**config.mk**
```make
export PLATFORM = sky130hd
export DESIGN_NAME = irq_cond_unit
export DESIGN_NICKNAME = d
export VERILOG_FILES = /design/src/rtl/irq_cond_pkg.sv /design/src/rtl/irq_sync.sv /design/src/rtl/irq_line.sv /design/src/rtl/irq_cfg_regs.sv /design/src/rtl/irq_cond_unit.sv
export SDC_FILE = /design/constraint.sdc
export NUM_CORES = 1
export LEC_CHECK = 0
export BUFFER_PORTS_ARGS = -buffer_cell sky130_fd_sc_hd__buf_2
export CORE_UTILIZATION = 35
export DETAILED_ROUTE_END_ITERATION = 12
export MAX_ROUTING_LAYER = met4
export SETUP_SLACK_MARGIN = 0.15
export SYNTH_ARGS = -nofsm -noshare
export SYNTH_HDL_FRONTEND = slang
export SYNTH_SLANG_ARGS = --single-unit
```
**constraint.sdc**
```tcl
create_clock -name clk -period 1.9 [get_ports clk]
set_input_delay 0.285 -clock clk [delete_from_list [all_inputs] [get_ports clk]]
set_output_delay 0.285 -clock clk [all_outputs]
set_load 0.01 [all_outputs]
```
**src/rtl/irq_cond_pkg.sv**
```systemverilog
package irq_cond_pkg;
  localparam int REG_POL       = 0;
  localparam int REG_TRIG      = 1;
  localparam int REG_DUAL      = 2;
  localparam int REG_EDGE_CMD  = 3;
  localparam int REG_MASK_SET  = 4;
  localparam int REG_MASK_CLR  = 5;
  localparam int REG_MASK_STAT = 6;
  localparam int REG_PEND_STAT = 7;
  localparam int CMD_OP_BIT    = 31;

  // transition qualified by polarity, or either transition in dual mode
  function automatic logic edge_hit(logic pol, logic dual, logic cur, logic prev);
    logic rise;
    logic fall;
    rise = cur & ~prev;
    fall = ~cur & prev;
    if (dual) return rise | fall;
    return pol ? rise : fall;
  endfunction

  // level line active when its sample matches the polarity bit
  function automatic logic level_active(logic pol, logic cur);
    return ~(pol ^ cur);
  endfunction
endpackage

```
**src/rtl/irq_sync.sv**
```systemverilog
module irq_sync #(
  parameter int N = 32
) (
  input  logic         clk,
  input  logic         rst_n,
  input  logic [N-1:0] d_i,
  output logic [N-1:0] q_o
);
  logic [N-1:0] meta_q;
  logic [N-1:0] stab_q;

  always_ff @(posedge clk or negedge rst_n) begin
    if (!rst_n) begin
      meta_q <= '0;
      stab_q <= '0;
    end else begin
      meta_q <= d_i;
      stab_q <= meta_q;
    end
  end

  assign q_o = stab_q;
endmodule

```
**src/rtl/irq_line.sv**
```systemverilog
module irq_line
  import irq_cond_pkg::*;
(
  input  logic clk,
  input  logic rst_n,
  input  logic lvl_i,
  input  logic pol_i,
  input  logic trig_i,
  input  logic dual_i,
  input  logic en_i,
  input  logic sw_set_i,
  input  logic sw_clr_i,
  output logic evt_o,
  output logic latch_o,
  output logic pend_o
);
  logic prev_q;
  logic latch_q;

  assign evt_o = trig_i & edge_hit(pol_i, dual_i, lvl_i, prev_q);

  always_ff @(posedge clk or negedge rst_n) begin
    if (!rst_n) begin
      prev_q  <= 1'b0;
      latch_q <= 1'b0;
    end else begin
      prev_q  <= lvl_i;
      // a hardware event overrides a same-cycle clear
      latch_q <= evt_o | sw_set_i | (latch_q & ~sw_clr_i);
    end
  end

  assign latch_o = latch_q;
  assign pend_o  = en_i & (trig_i ? latch_q : level_active(pol_i, lvl_i));
endmodule

```
**src/rtl/irq_cfg_regs.sv**
```systemverilog
module irq_cfg_regs
  import irq_cond_pkg::*;
#(
  parameter int N      = 32,
  parameter int DATA_W = 32,
  parameter int ADDR_W = 3
) (
  input  logic              clk,
  input  logic              rst_n,
  input  logic              wr_en,
  input  logic              rd_en,
  input  logic [ADDR_W-1:0] addr,
  input  logic [DATA_W-1:0] wdata,
  input  logic [N-1:0]      pend_i,
  output logic [DATA_W-1:0] rdata,
  output logic [N-1:0]      pol_o,
  output logic [N-1:0]      trig_o,
  output logic [N-1:0]      dual_o,
  output logic [N-1:0]      mask_o,
  output logic [N-1:0]      sw_set_o,
  output logic [N-1:0]      sw_clr_o
);
  localparam int IDX_W = (N > 1) ? $clog2(N) : 1;

  logic [N-1:0] pol_q, trig_q, dual_q, mask_q;
  logic         cmd_wr;
  logic [IDX_W-1:0] cmd_idx;

  function automatic logic [DATA_W-1:0] widen(logic [N-1:0] v);
    logic [DATA_W-1:0] r;
    r = '0;
    r[N-1:0] = v;
    return r;
  endfunction

  assign cmd_wr  = wr_en && (addr == ADDR_W'(REG_EDGE_CMD));
  assign cmd_idx = wdata[IDX_W-1:0];

  always_comb begin
    for (int i = 0; i < N; i++) begin
      sw_set_o[i] = cmd_wr && (cmd_idx == IDX_W'(i)) &&  wdata[CMD_OP_BIT];
      sw_clr_o[i] = cmd_wr && (cmd_idx == IDX_W'(i)) && !wdata[CMD_OP_BIT];
    end
  end

  always_ff @(posedge clk or negedge rst_n) begin
    if (!rst_n) begin
      pol_q  <= '0;
      trig_q <= '0;
      dual_q <= '0;
      mask_q <= '0;
    end else if (wr_en) begin
      if (addr == ADDR_W'(REG_POL))      pol_q  <= wdata[N-1:0];
      if (addr == ADDR_W'(REG_TRIG))     trig_q <= wdata[N-1:0];
      if (addr == ADDR_W'(REG_DUAL))     dual_q <= wdata[N-1:0];
      if (addr == ADDR_W'(REG_MASK_SET)) mask_q <= mask_q | wdata[N-1:0];
      if (addr == ADDR_W'(REG_MASK_CLR)) mask_q <= mask_q & ~wdata[N-1:0];
    end
  end

  always_comb begin
    rdata = '0;
    if (rd_en) begin
      case (addr)
        ADDR_W'(REG_POL):       rdata = widen(pol_q);
        ADDR_W'(REG_TRIG):      rdata = widen(trig_q);
        ADDR_W'(REG_DUAL):      rdata = widen(dual_q);
        ADDR_W'(REG_MASK_STAT): rdata = widen(mask_q);
        ADDR_W'(REG_PEND_STAT): rdata = widen(pend_i);
        default:                rdata = '0;
      endcase
    end
  end

  assign pol_o  = pol_q;
  assign trig_o = trig_q;
  assign dual_o = dual_q;
  assign mask_o = mask_q;
endmodule

```
**src/rtl/irq_cond_unit.sv**
```systemverilog
module irq_cond_unit #(
  parameter int NUM_LINES = 32,
  parameter int DATA_W    = 32,
  parameter int ADDR_W    = 3
) (
  input  logic                 clk,
  input  logic                 rst_n,
  input  logic [NUM_LINES-1:0] irq_in,
  input  logic                 wr_en,
  input  logic                 rd_en,
  input  logic [ADDR_W-1:0]    addr,
  input  logic [DATA_W-1:0]    wdata,
  output logic [DATA_W-1:0]    rdata,
  output logic [NUM_LINES-1:0] pend_o
);
  logic [NUM_LINES-1:0] lvl_w, pol_w, trig_w, dual_w, mask_w;
  logic [NUM_LINES-1:0] sw_set_w, sw_clr_w, evt_w, latch_w, pend_w;

  irq_sync #(.N(NUM_LINES)) sync_i (
    .clk(clk), .rst_n(rst_n), .d_i(irq_in), .q_o(lvl_w)
  );

  irq_cfg_regs #(.N(NUM_LINES), .DATA_W(DATA_W), .ADDR_W(ADDR_W)) regs_i (
    .clk(clk), .rst_n(rst_n), .wr_en(wr_en), .rd_en(rd_en), .addr(addr),
    .wdata(wdata), .pend_i(pend_w), .rdata(rdata), .pol_o(pol_w),
    .trig_o(trig_w), .dual_o(dual_w), .mask_o(mask_w),
    .sw_set_o(sw_set_w), .sw_clr_o(sw_clr_w)
  );

  for (genvar g = 0; g < NUM_LINES; g++) begin : g_line
    irq_line line_i (
      .clk(clk), .rst_n(rst_n), .lvl_i(lvl_w[g]), .pol_i(pol_w[g]),
      .trig_i(trig_w[g]), .dual_i(dual_w[g]), .en_i(mask_w[g]),
      .sw_set_i(sw_set_w[g]), .sw_clr_i(sw_clr_w[g]),
      .evt_o(evt_w[g]), .latch_o(latch_w[g]), .pend_o(pend_w[g])
    );
  end

  assign pend_o = pend_w;
endmodule

```
==> results.tsv <==
metric	value	unit
Fin. Hold Viols	0	
most common cell after layout, fill and taps aside	dfrtp_1	
Final WS setup	-230.5	ps
CTS tree	yes	
minimum clock period	2130	ps
Num CTS Buffers	31	
Int Pwr	12330	uW
part of the power in the clock network	32.3	%
Synth Warn #	0	
crit path max fanout	3	
reg2reg setup slack	310	ps
CTS sink cnt	256	
die area	0.03880	sq mm
Total Neg Setup Slack	-5862	ps
Total Routed Length	39420	um
ys async rst share	100.0	%
CP Launch Point	regs_i.pol_o[2]	
Most used DFF post-synth	dfrtp_1	
PwrDens	956.8	mW/mm^2
Vias	10568	
Critical R2R Launch	regs_i.pol_o[5]	
core area	0.03758	sq mm
Unique masters post-synth	42	
Worst Setup End Kind	primary output	
Die Ht	197.0	um
Crit Path Class	reg2out	
RSZ-0062 raised after global routing	true	
largest net degree at the start of global routing	56	
EDFF count, synth	0	
H-tree depth	1	
Peak supply drop	0.8283	mV
layout cells sized above 1	43.12	%
Reg clk slew, reported paths	60	ps
initial drt markers	537	
Max clock buf depth	3	
worst slew pin tran	631.1	ps
Antenna Nets Post-Route	0	
Post-Synthesis Cells	1201	
chip width	197.0	um
sequential power share	38.6	%
CTS Root Cell	clkbuf_16	
RD Place Congestion	0.8416	
clk_lat worst skew	570	ps
drt pass-1 iters	5	
Synth Register Bits	256	
Critical R2R Capture	g_line[5].line_i.latch_o	
initial antenna violation count	4	
hold wc startpoint	wdata[31]	
Startpoint Class	flip-flop	
DP Wirelength	25450	um
crit path DAT	1850	ps
Comb pwr share	29.0	%
mapped cell area	0.01331	sq mm
WP data required	1620	ps
syn_nets	1336	
Max Cap Viol	0	
post-layout util	49.23	%
port bufs	134	
status	complete, but fails checks	
Post-Syn Area per Cell	11.08	sq um
post-DR vias/cell	5.196	
Worst Clk Skew	6.849	ps
Slew HR	57.80	%
DRC errors left	0	
leakage power	0.008331	uW
Final setup viols	47	
Slew Limit Fails	0	
drt wl/cell	19.38	um
Area growth syn-to-layout	39.04	%
Total Routing Usage GR	21.13	%
grt ovf	0	
WHS Path Cells	3	
Hold Crit Class	in2reg	
fin crit share	112.1	%
I/O pin count	135	
violated checks	setup timing	
first-pass GRT wire length	62050	um
Psw	5372	uW
row count	71	
reg2reg path depth	6	
Fmax	0.4694	GHz
sw frac	30.35	%
vias in the first global route	10932	
Layout fillers	3359	
initial core utilization	35.41	%
sequential cell area fraction in the yosys report	48.15	%
Nets	1630	
most frequent cells in the layout	231 x dfrtp_1, 136 x buf_4, 128 x buf_2	
==> worst max-delay path, cell delays in order (launching register included) <==
cell,delay (ps)
dfrtp_1,390
buf_4,150
xnor2_2,140
a31oi_4,220
o22ai_2,120
buf_4,150
buf_6,110
==> routing by layer <==
layer / part of all wire (%) / vias to the layer above / GRT usage [%]
met5: 0 / - / -
met4: 2.7 / 0 / 6.632
met3: 4.4 / 77 / 3.063
met2: 49 / 253 / 34.43
met1: 44 / 5350 / 27.10
li1: - / 4888 / -
==> cell usage after synthesis, types with 7 or more instances <==
master	number	area share [%]
o22ai_1	21	0.99
a221oi_1	11	0.72
and4b_1	22	1.7
dfrtp_1	256	48
mux2i_1	22	1.7
nor2_1	13	0.37
o21ai_0	32	1.2
nor4bb_1	28	2.1
nand3_1	7	0.26
o211ai_1	64	3.6
buf_4	40	2.3
clkbuf_1	41	1.2
o41ai_1	19	1.3
nand2_1	78	2.2
and3_1	22	1.0
o32ai_1	11	0.72
mux2_2	125	11
a211oi_1	21	1.2
inv_1	129	3.6
a21oi_1	22	0.83
xnor2_1	32	2.1
ha_1	64	6.0
o31ai_1	13	0.73
buf_2	20	0.75
and2_1	12	0.56
a31oi_1	42	2.0
==> power by group through the flow <==
stage | Clock [uW] | Sequential, uW | Combinational, uW
final | 5720 | 6840 | 5140
after global routing | 6070 | 6940 | 5540
after CTS | 5870 | 6790 | 4690
after detailed placement | 0 | 6920 | 3250
after global placement | 0 | 6900 | 3190
after floorplan | 0 | 6720 | 2400
==> stage by stage <==
step | hold WS (ps) | total power, uW | instances | instance area (sq um) | setup slack (ps)
6_report | 83.01 | 17700 | 2034 | 18500 | -230.5
5_1_grt | 97.99 | 18550 | 2033 | 18500 | -292.8
4_1_cts | 41.95 | 17350 | 2010 | 17990 | -255.4
3_5_place_dp | 189.1 | 10170 | 1806 | 14820 | -187.9
3_3_place_gp | 184.9 | 10100 | 1806 | 14820 | -192.7
2_1_floorplan | -10.59 | 9119 | 1201 | 13310 | 202.3
==> worst max-delay path by stage <==
stage	to	slack [ps]	cells past startpoint
2_1_floorplan	rdata[10]	200	5
4_1_cts	rdata[2]	-260	5
3_3_place_gp	rdata[10]	-190	6
5_1_grt	rdata[2]	-290	5
6_report	rdata[2]	-230	6
3_5_place_dp	rdata[14]	-190	6
==> logic make-up after synthesis <==
group / share of synthesized area (%)
multiplexers: 12.49
AO/OA/AOI/OAI: 13.29
flip-flops: 48.15
adder cells (fa/ha/maj): 6.018
buffers and inverters: 7.984
XOR/XNOR: 2.106
AND/OR/NAND/NOR: 9.968
==> timing repair <==
| item | CTS | global route |
|---|---|---|
| gates resized for setup | 164 | 66 |
| cloned | 0 | 0 |
| hold endpoints to repair | 322 | 0 |
| hold buffers | 59 | 0 |
| buffers inserted | 88 | 20 |
| pin swaps | 96 | 26 |
| setup endpoints to repair | 64 | 64 |
==> layout make-up <==
type | count | area [sq um] | share of cell area (%)
Timing Repair Buffer | 366 | 2933 | 15.85
Tap cell | 511 | 639.4 | 3.456
Clock inverter | 12 | 96.34 | 0.5208
Clock buffer | 45 | 888.4 | 4.802
Inverter | 129 | 486.7 | 2.631
Antenna cell | 4 | 10.01 | 0.05411
Multi-Input combinational cell | 711 | 7009 | 37.89
Sequential cell | 256 | 6437 | 34.80
Note: power is estimated with default switching activity, not from simulation.
